===== config.mk =====
export PLATFORM = sky130hd
export DESIGN_NAME = bus_seq
export DESIGN_NICKNAME = d
export VERILOG_FILES = /design/src/rtl/bus_seq_pkg.sv /design/src/rtl/bus_seq_sync.sv /design/src/rtl/bus_seq_timer.sv /design/src/rtl/bus_seq_dpath.sv /design/src/rtl/bus_seq.sv
export SDC_FILE = /design/constraint.sdc
export NUM_CORES = 1
export LEC_CHECK = 0
export ABC_AREA = 1
export CORE_MARGIN = 2
export CORE_UTILIZATION = 50
export DETAILED_ROUTE_END_ITERATION = 8
export GPL_TIMING_DRIVEN = 1
export PLACE_DENSITY = 0.92
export SETUP_SLACK_MARGIN = 0.15
export SYNTH_ARGS = -nofsm -noshare
export SYNTH_HDL_FRONTEND = slang
export SYNTH_SLANG_ARGS = --single-unit

===== constraint.sdc =====
create_clock -name clk -period 3.37 [get_ports clk]
set_clock_uncertainty 0.2 [all_clocks]
set_input_delay 0.674 -clock clk [delete_from_list [all_inputs] [get_ports clk]]
set_output_delay 0.674 -clock clk [all_outputs]
set_load 0.005 [all_outputs]

===== src/rtl/bus_seq_pkg.sv =====
package bus_seq_pkg;

  // Quarter-period ticks per bus period.
  localparam int unsigned TICKS_PER_PERIOD = 4;

  typedef enum logic [3:0] {
    ST_IDLE,
    ST_ALE,    // address phase, latch strobe high
    ST_AHOLD,  // address still driven, latch strobe low
    ST_RSTB,   // base read strobe
    ST_REXT,   // ready extension of read strobe
    ST_RREC,   // bus turnaround after read
    ST_WSET,   // write data setup
    ST_WSTB,   // base write strobe
    ST_WEXT,   // ready extension of write strobe
    ST_WHOLD   // write data hold
  } seq_state_e;

endpackage


===== src/rtl/bus_seq_sync.sv =====
module bus_seq_sync #(
  parameter int   STAGES  = 2,
  parameter logic RST_VAL = 1'b1
) (
  input  logic clk,
  input  logic rst_n,
  input  logic d,
  output logic q
);

  logic [STAGES-1:0] chain_q;

  always_ff @(posedge clk or negedge rst_n) begin
    if (!rst_n) chain_q <= {STAGES{RST_VAL}};
    else        chain_q <= {chain_q[STAGES-2:0], d};
  end

  assign q = chain_q[STAGES-1];

endmodule


===== src/rtl/bus_seq_timer.sv =====
module bus_seq_timer #(
  parameter int CNT_W = 5
) (
  input  logic             clk,
  input  logic             rst_n,
  input  logic             load,
  input  logic [CNT_W-1:0] load_val,
  output logic             expired
);

  logic [CNT_W-1:0] cnt_q, cnt_d;

  always_comb begin
    cnt_d = cnt_q;
    if (load)              cnt_d = load_val;
    else if (cnt_q != '0)  cnt_d = cnt_q - CNT_W'(1);
  end

  always_ff @(posedge clk or negedge rst_n) begin
    if (!rst_n) cnt_q <= '0;
    else        cnt_q <= cnt_d;
  end

  assign expired = (cnt_q == '0);

endmodule


===== src/rtl/bus_seq_dpath.sv =====
module bus_seq_dpath #(
  parameter int BUS_W = 16
) (
  input  logic             clk,
  input  logic             rst_n,
  input  logic             accept,
  input  logic [BUS_W-1:0] addr_in,
  input  logic [BUS_W-1:0] wdata_in,
  input  logic             sel_wdata,
  input  logic             capture,
  input  logic [BUS_W-1:0] bus_in,
  output logic [BUS_W-1:0] bus_out,
  output logic [BUS_W-1:0] rdata
);

  logic [BUS_W-1:0] addr_q, wdata_q, rdata_q;
  logic [BUS_W-1:0] addr_d, wdata_d, rdata_d;

  always_comb begin
    addr_d  = accept  ? addr_in  : addr_q;
    wdata_d = accept  ? wdata_in : wdata_q;
    rdata_d = capture ? bus_in   : rdata_q;
  end

  always_ff @(posedge clk or negedge rst_n) begin
    if (!rst_n) begin
      addr_q  <= '0;
      wdata_q <= '0;
      rdata_q <= '0;
    end else begin
      addr_q  <= addr_d;
      wdata_q <= wdata_d;
      rdata_q <= rdata_d;
    end
  end

  assign bus_out = sel_wdata ? wdata_q : addr_q;
  assign rdata   = rdata_q;

endmodule


===== src/rtl/bus_seq.sv =====
module bus_seq
  import bus_seq_pkg::*;
#(
  parameter int BUS_W       = 16,
  parameter int WSW         = 3,
  parameter int WAIT_UNIT   = TICKS_PER_PERIOD,
  parameter int SYNC_STAGES = 2
) (
  input  logic             clk,
  input  logic             rst_n,
  input  logic             req,
  input  logic             req_we,
  input  logic [BUS_W-1:0] req_addr,
  input  logic [BUS_W-1:0] req_wdata,
  input  logic [WSW-1:0]   wait_cnt,
  output logic             req_ready,
  output logic             done,
  output logic [BUS_W-1:0] rdata,
  output logic             ale,
  output logic             rd_n,
  output logic             wr_n,
  output logic [BUS_W-1:0] ad_out,
  output logic             ad_oe,
  input  logic [BUS_W-1:0] ad_in,
  input  logic             ready
);

  localparam int MAX_STROBE = 3 + ((1 << WSW) - 1) * WAIT_UNIT;
  localparam int CNT_W      = $clog2(MAX_STROBE + 1);
  localparam logic [CNT_W-1:0] ALE_LAST = CNT_W'(1);
  localparam logic [CNT_W-1:0] EXT_LAST = CNT_W'(TICKS_PER_PERIOD - 1);
  localparam logic [CNT_W-1:0] RD_BASE  = CNT_W'(1);  // 2 ticks, minus one
  localparam logic [CNT_W-1:0] WR_BASE  = CNT_W'(2);  // 3 ticks, minus one

  seq_state_e       state_q, state_d;
  logic             we_q, we_d;
  logic [CNT_W-1:0] ext_q, ext_d;
  logic             accept, capture, tmr_load, tmr_exp, rdy_s, sel_wdata;
  logic [CNT_W-1:0] tmr_val;

  bus_seq_sync #(.STAGES(SYNC_STAGES), .RST_VAL(1'b1)) u_rdy_sync (
    .clk   (clk),
    .rst_n (rst_n),
    .d     (ready),
    .q     (rdy_s)
  );

  bus_seq_timer #(.CNT_W(CNT_W)) u_timer (
    .clk      (clk),
    .rst_n    (rst_n),
    .load     (tmr_load),
    .load_val (tmr_val),
    .expired  (tmr_exp)
  );

  bus_seq_dpath #(.BUS_W(BUS_W)) u_dpath (
    .clk       (clk),
    .rst_n     (rst_n),
    .accept    (accept),
    .addr_in   (req_addr),
    .wdata_in  (req_wdata),
    .sel_wdata (sel_wdata),
    .capture   (capture),
    .bus_in    (ad_in),
    .bus_out   (ad_out),
    .rdata     (rdata)
  );

  // Next-state and timer-load decisions.
  always_comb begin
    state_d  = state_q;
    tmr_load = 1'b0;
    tmr_val  = '0;
    capture  = 1'b0;
    accept   = 1'b0;
    unique case (state_q)
      ST_IDLE: begin
        if (req) begin
          accept   = 1'b1;
          state_d  = ST_ALE;
          tmr_load = 1'b1;
          tmr_val  = ALE_LAST;
        end
      end
      ST_ALE: begin
        if (tmr_exp) begin
          state_d  = ST_AHOLD;
          tmr_load = 1'b1;
        end
      end
      ST_AHOLD: begin
        if (tmr_exp) begin
          tmr_load = 1'b1;
          if (we_q) begin
            state_d = ST_WSET;
          end else begin
            state_d = ST_RSTB;
            tmr_val = RD_BASE + ext_q;
          end
        end
      end
      ST_RSTB, ST_REXT: begin
        if (tmr_exp) begin
          tmr_load = 1'b1;
          tmr_val  = EXT_LAST;
          if (rdy_s) begin
            state_d = ST_RREC;
            capture = 1'b1;
          end else begin
            state_d = ST_REXT;
          end
        end
      end
      ST_RREC: begin
        if (tmr_exp) state_d = ST_IDLE;
      end
      ST_WSET: begin
        if (tmr_exp) begin
          state_d  = ST_WSTB;
          tmr_load = 1'b1;
          tmr_val  = WR_BASE + ext_q;
        end
      end
      ST_WSTB, ST_WEXT: begin
        if (tmr_exp) begin
          tmr_load = 1'b1;
          if (rdy_s) begin
            state_d = ST_WHOLD;
          end else begin
            state_d = ST_WEXT;
            tmr_val = EXT_LAST;
          end
        end
      end
      ST_WHOLD: begin
        if (tmr_exp) state_d = ST_IDLE;
      end
      default: state_d = ST_IDLE;
    endcase
  end

  always_comb begin
    we_d  = accept ? req_we : we_q;
    ext_d = accept ? (CNT_W'(wait_cnt) * CNT_W'(WAIT_UNIT)) : ext_q;
  end

  always_ff @(posedge clk or negedge rst_n) begin
    if (!rst_n) begin
      state_q <= ST_IDLE;
      we_q    <= 1'b0;
      ext_q   <= '0;
    end else begin
      state_q <= state_d;
      we_q    <= we_d;
      ext_q   <= ext_d;
    end
  end

  // Output decode from the registered state.
  always_comb begin
    ale       = (state_q == ST_ALE);
    rd_n      = !((state_q == ST_RSTB) || (state_q == ST_REXT));
    wr_n      = !((state_q == ST_WSTB) || (state_q == ST_WEXT));
    sel_wdata = (state_q == ST_WSET) || (state_q == ST_WSTB) ||
                (state_q == ST_WEXT) || (state_q == ST_WHOLD);
    ad_oe     = sel_wdata || (state_q == ST_ALE) || (state_q == ST_AHOLD);
    done      = tmr_exp && ((state_q == ST_RREC) || (state_q == ST_WHOLD));
    req_ready = (state_q == ST_IDLE);
  end

endmodule


==> results.py <==
metrics = {
    "sta": {
        "worst_slack_ps": 169,
        "fin_tns_setup_ps": 0,
        "setup_viol": 0,
        "fin_crit_sh_pct": 95.0,
        "finalHoldViolCount": 0,
        "grt_setup_unrepaired": "true",
        "fmax_mhz": 312,
        "fin_crit_ps": 3200,
        "max_slew.worst_pin.slew_ps": 744,
        "drv_slew": 0,
        "maxSlewHeadroom_pct": 50.4,
    },
    "power": {
        "powerDensity_mw_per_mm2": 959,
        "p_leak_nw": 2.23,
        "p_sw_mw": 1.61,
        "combPwrFrac_pct": 51.1,
        "p_int_mw": 2.53,
        "seq_power_share_pct": 31.8,
        "p_clk_share_pct": 17.0,
        "p_sw_share_pct": 38.9,
        "peakVddDrop_mv": 0.623,
    },
    "layout": {
        "fillers": 388,
        "drive_gt1_share_pct": 9.94,
        "layout.nets": 536,
        "multi_input_comb_area_mm2": 0.00116,
        "seq_area_mm2": 0.00158,
        "num_antenna_cells": 0,
        "layout_common_cells": "nand2_1 (141), clkdlybuf4s50_1 (82), dfrtp_1 (58), inv_1 (43), o21ai_0 (39)",
        "area_delta_synth_final_pct": 45.5,
        "final_common_cell": "nand2_1",
    },
    "global_routing": {
        "grt_max_degree": 34,
        "grt-ovfl-total": 0,
        "grt_usage_pct": 25.0,
        "antenna_found_initial": 0,
        "grt_pass1_vias": 2743,
        "grt_pass1_wl_mm": 12.3,
    },
    "yosys": {
        "yosysUniqueCellTypes": 26,
        "yosys_warnings": 0,
        "syn_area_mm2": 0.00297,
        "netlist_instances": 377,
        "syn_area_per_cell_um2": 7.89,
        "syn_nets": 435,
        "ys_seq_area_share_pct": 53.1,
        "synth.ff_latch_count": 63,
    },
    "setup_path": {
        "crit_arrival_ps": 2330,
        "path_class": "flop to primary output",
        "max_stage_delay_ps": 530,
        "crit_chain": "nand2_2 > nor2_4 > a211oi_4 > buf_4 > buf_12 > nand2_1 > o21ai_1 > clkdlybuf4s50_1",
        "cp_slowest_cell": "clkdlybuf4s50_1",
        "cp_max_fo": 9,
        "r2r_slack_ps": 1020,
        "worst-path-buf-inv": 3,
        "r2r_start": "u_timer.cnt_q[0]$_DFFE_PN0P_",
        "cp.required_ps": 2500,
        "critical_path.top_delay_family": "buffers and inverters",
        "cp-start-kind": "flop",
        "r2r_cells": 8,
        "cp-end-kind": "primary output",
        "rr_endpoint": "u_dpath.rdata[3]$_DFFE_PN0P_",
    },
    "die": {
        "dieArea_mm2": 0.00658,
        "initial_core_util_pct": 51.1,
        "fp.dieH_um": 81.1,
        "num_rows": 28,
        "ios": 94,
        "die_w_um": 81.1,
        "core_area_mm2": 0.00582,
    },
    "clocking": {
        "clock-sinks": 63,
        "cts.hold.buffers_added": 0,
        "htreeDepth": 3,
        "clk_pin_slew_ps": 70,
        "cts_buffers": 9,
        "clockBufferDepth": 2,
        "cts_tree": "yes",
        "clockRootBuffer": "clkbuf_8",
        "clock_latency_ps": 340,
    },
    "route": {
        "firstDrtPassIters": 5,
        "drc": 0,
        "wl_per_cell_um": 15.3,
        "via_per_inst": 5.18,
        "drt_wl_total_mm": 8.52,
        "drt-initial-drc-count": 192,
        "vias": 2892,
        "ant_nets": 0,
    },
    "hold_path": {
        "worstHoldStart": "u_rdy_sync.chain_q[0]$_DFF_PN1_",
        "holdPathEnd": "u_rdy_sync.chain_q[1]$_DFF_PN1_",
        "whs_path_depth": 0,
        "min_path_type": "flop to flop",
    },
    "placement": {
        "gp_routability_congestion": 0.846,
        "post-dp-hpwl_mm": 5.34,
        "place_worst_setup_slack_ps": 511,
        "port_buffers": 93,
    },
    "run": {
        "cap_violations": 0,
    },
    "status": {
        "outcome": "completed",
    },
}
[state kept, by name, summed over array words and instances, names as in the netlist]
name,cells
u_dpath.addr_q,16
u_dpath.rdata,16
we_q,1
state_q,4
u_rdy_sync.chain_q,2
u_dpath.wdata_q,16
ext_q,3
u_timer.cnt_q,5
[cells by family (layout without fill, tap and decap cells)]
group | Yosys count | after routing | synth area share, %
compound gates | 62 | 62 | 11.2
fa+ha+maj | 2 | 2 | 0.842
simple gates | 188 | 188 | 25.5
flops | 63 | 63 | 53.1
xor+xnor | 3 | 3 | 0.884
buf+inv | 59 | 165 | 8.50
[final cells by class]
cell class                 instances  share of cell area, %
clock buffer                      12                   3.82
clock inverter                     4                   1.22
inverter                          45                   3.91
multi-input combinational        255                   26.9
sequential                        63                   36.6
tap                               75                   2.17
timing repair buffer             104                   25.4
[worst max-delay path by stage]
stage	from	endpoint	depth (start not counted)
5_1_grt	state_q[2]$_DFFE_PN0P_	ad_out[1]	8
3_5_place_dp	state_q[3]$_DFFE_PN0P_	ad_out[6]	9
2_1_floorplan	state_q[3]$_DFFE_PN0P_	ad_out[1]	8
6_report	state_q[2]$_DFFE_PN0P_	ad_out[1]	8
3_3_place_gp	state_q[3]$_DFFE_PN0P_	ad_out[6]	9
4_1_cts	state_q[3]$_DFFE_PN0P_	ad_out[1]	9
[through the flow]
stage                     power, mW  instances  hold WS (ps)  instance area [µm²]  util [%]
final                          4.15        558           160                 4320      74.4
after global routing           4.43        558           163                 4320      74.4
after CTS                      3.99        553           157                 4190      72.1
after detailed placement       3.24        537           148                 3970      68.2
after global placement         3.17        537           147                 3970      68.2
after floorplan                2.36        377           145                 2970         -
[cells in the mapped netlist, drive strengths merged]
cell | number | area, µm²
o21a | 1 | 7.51
nor2 | 25 | 104
nand3 | 12 | 65.1
inv | 45 | 169
dfstp | 2 | 52.6
ha | 2 | 25.0
buf | 12 | 75.1
dfrtp | 61 | 1530
clkbuf | 2 | 8.75
nand3b | 2 | 15.0
o21ai | 60 | 304
xnor2 | 1 | 8.76
nand4 | 1 | 6.26
nor3 | 2 | 10.0
xor2 | 2 | 17.5
a211oi | 1 | 20.0
nand2 | 146 | 558
[routing by layer]
| metal | routed length (µm) | track usage, % |
|---|---|---|
| met1 | 3300 | 29.4 |
| met2 | 4470 | 43.7 |
| met4 | 327 | 11.5 |
| met3 | 427 | 5.33 |
| met5 | 0 | 0 |
[power groups by stage]
stage / Combinational (mW) / Sequential, mW / Clock, mW
3_3_place_gp: 1.89 / 1.29 / 0
2_1_floorplan: 1.08 / 1.27 / 0
4_1_cts: 1.99 / 1.30 / 0.702
5_1_grt: 2.33 / 1.35 / 0.747
6_report: 2.12 / 1.32 / 0.706
3_5_place_dp: 1.94 / 1.30 / 0
[repair_timing]
item	4_1_cts	5_1_grt
gates cloned	0	2
endpoints found under the setup margin	14	16
pin swaps	0	2
buffers inserted	0	3
gates resized for setup	2	22
[worst register-to-register path: cells and delay by family, from the launching register on]
| kind | cells | cell delay, ps |
|---|---|---|
| buffers and inverters | 3 | 500 |
| adders and majority gates | 1 | 190 |
| DFF | 1 | 360 |
| AOI/OAI and AO/OA | 1 | 110 |
| and+or+nand+nor | 3 | 850 |
No activity file was read; power rests on OpenSTA's default activity.
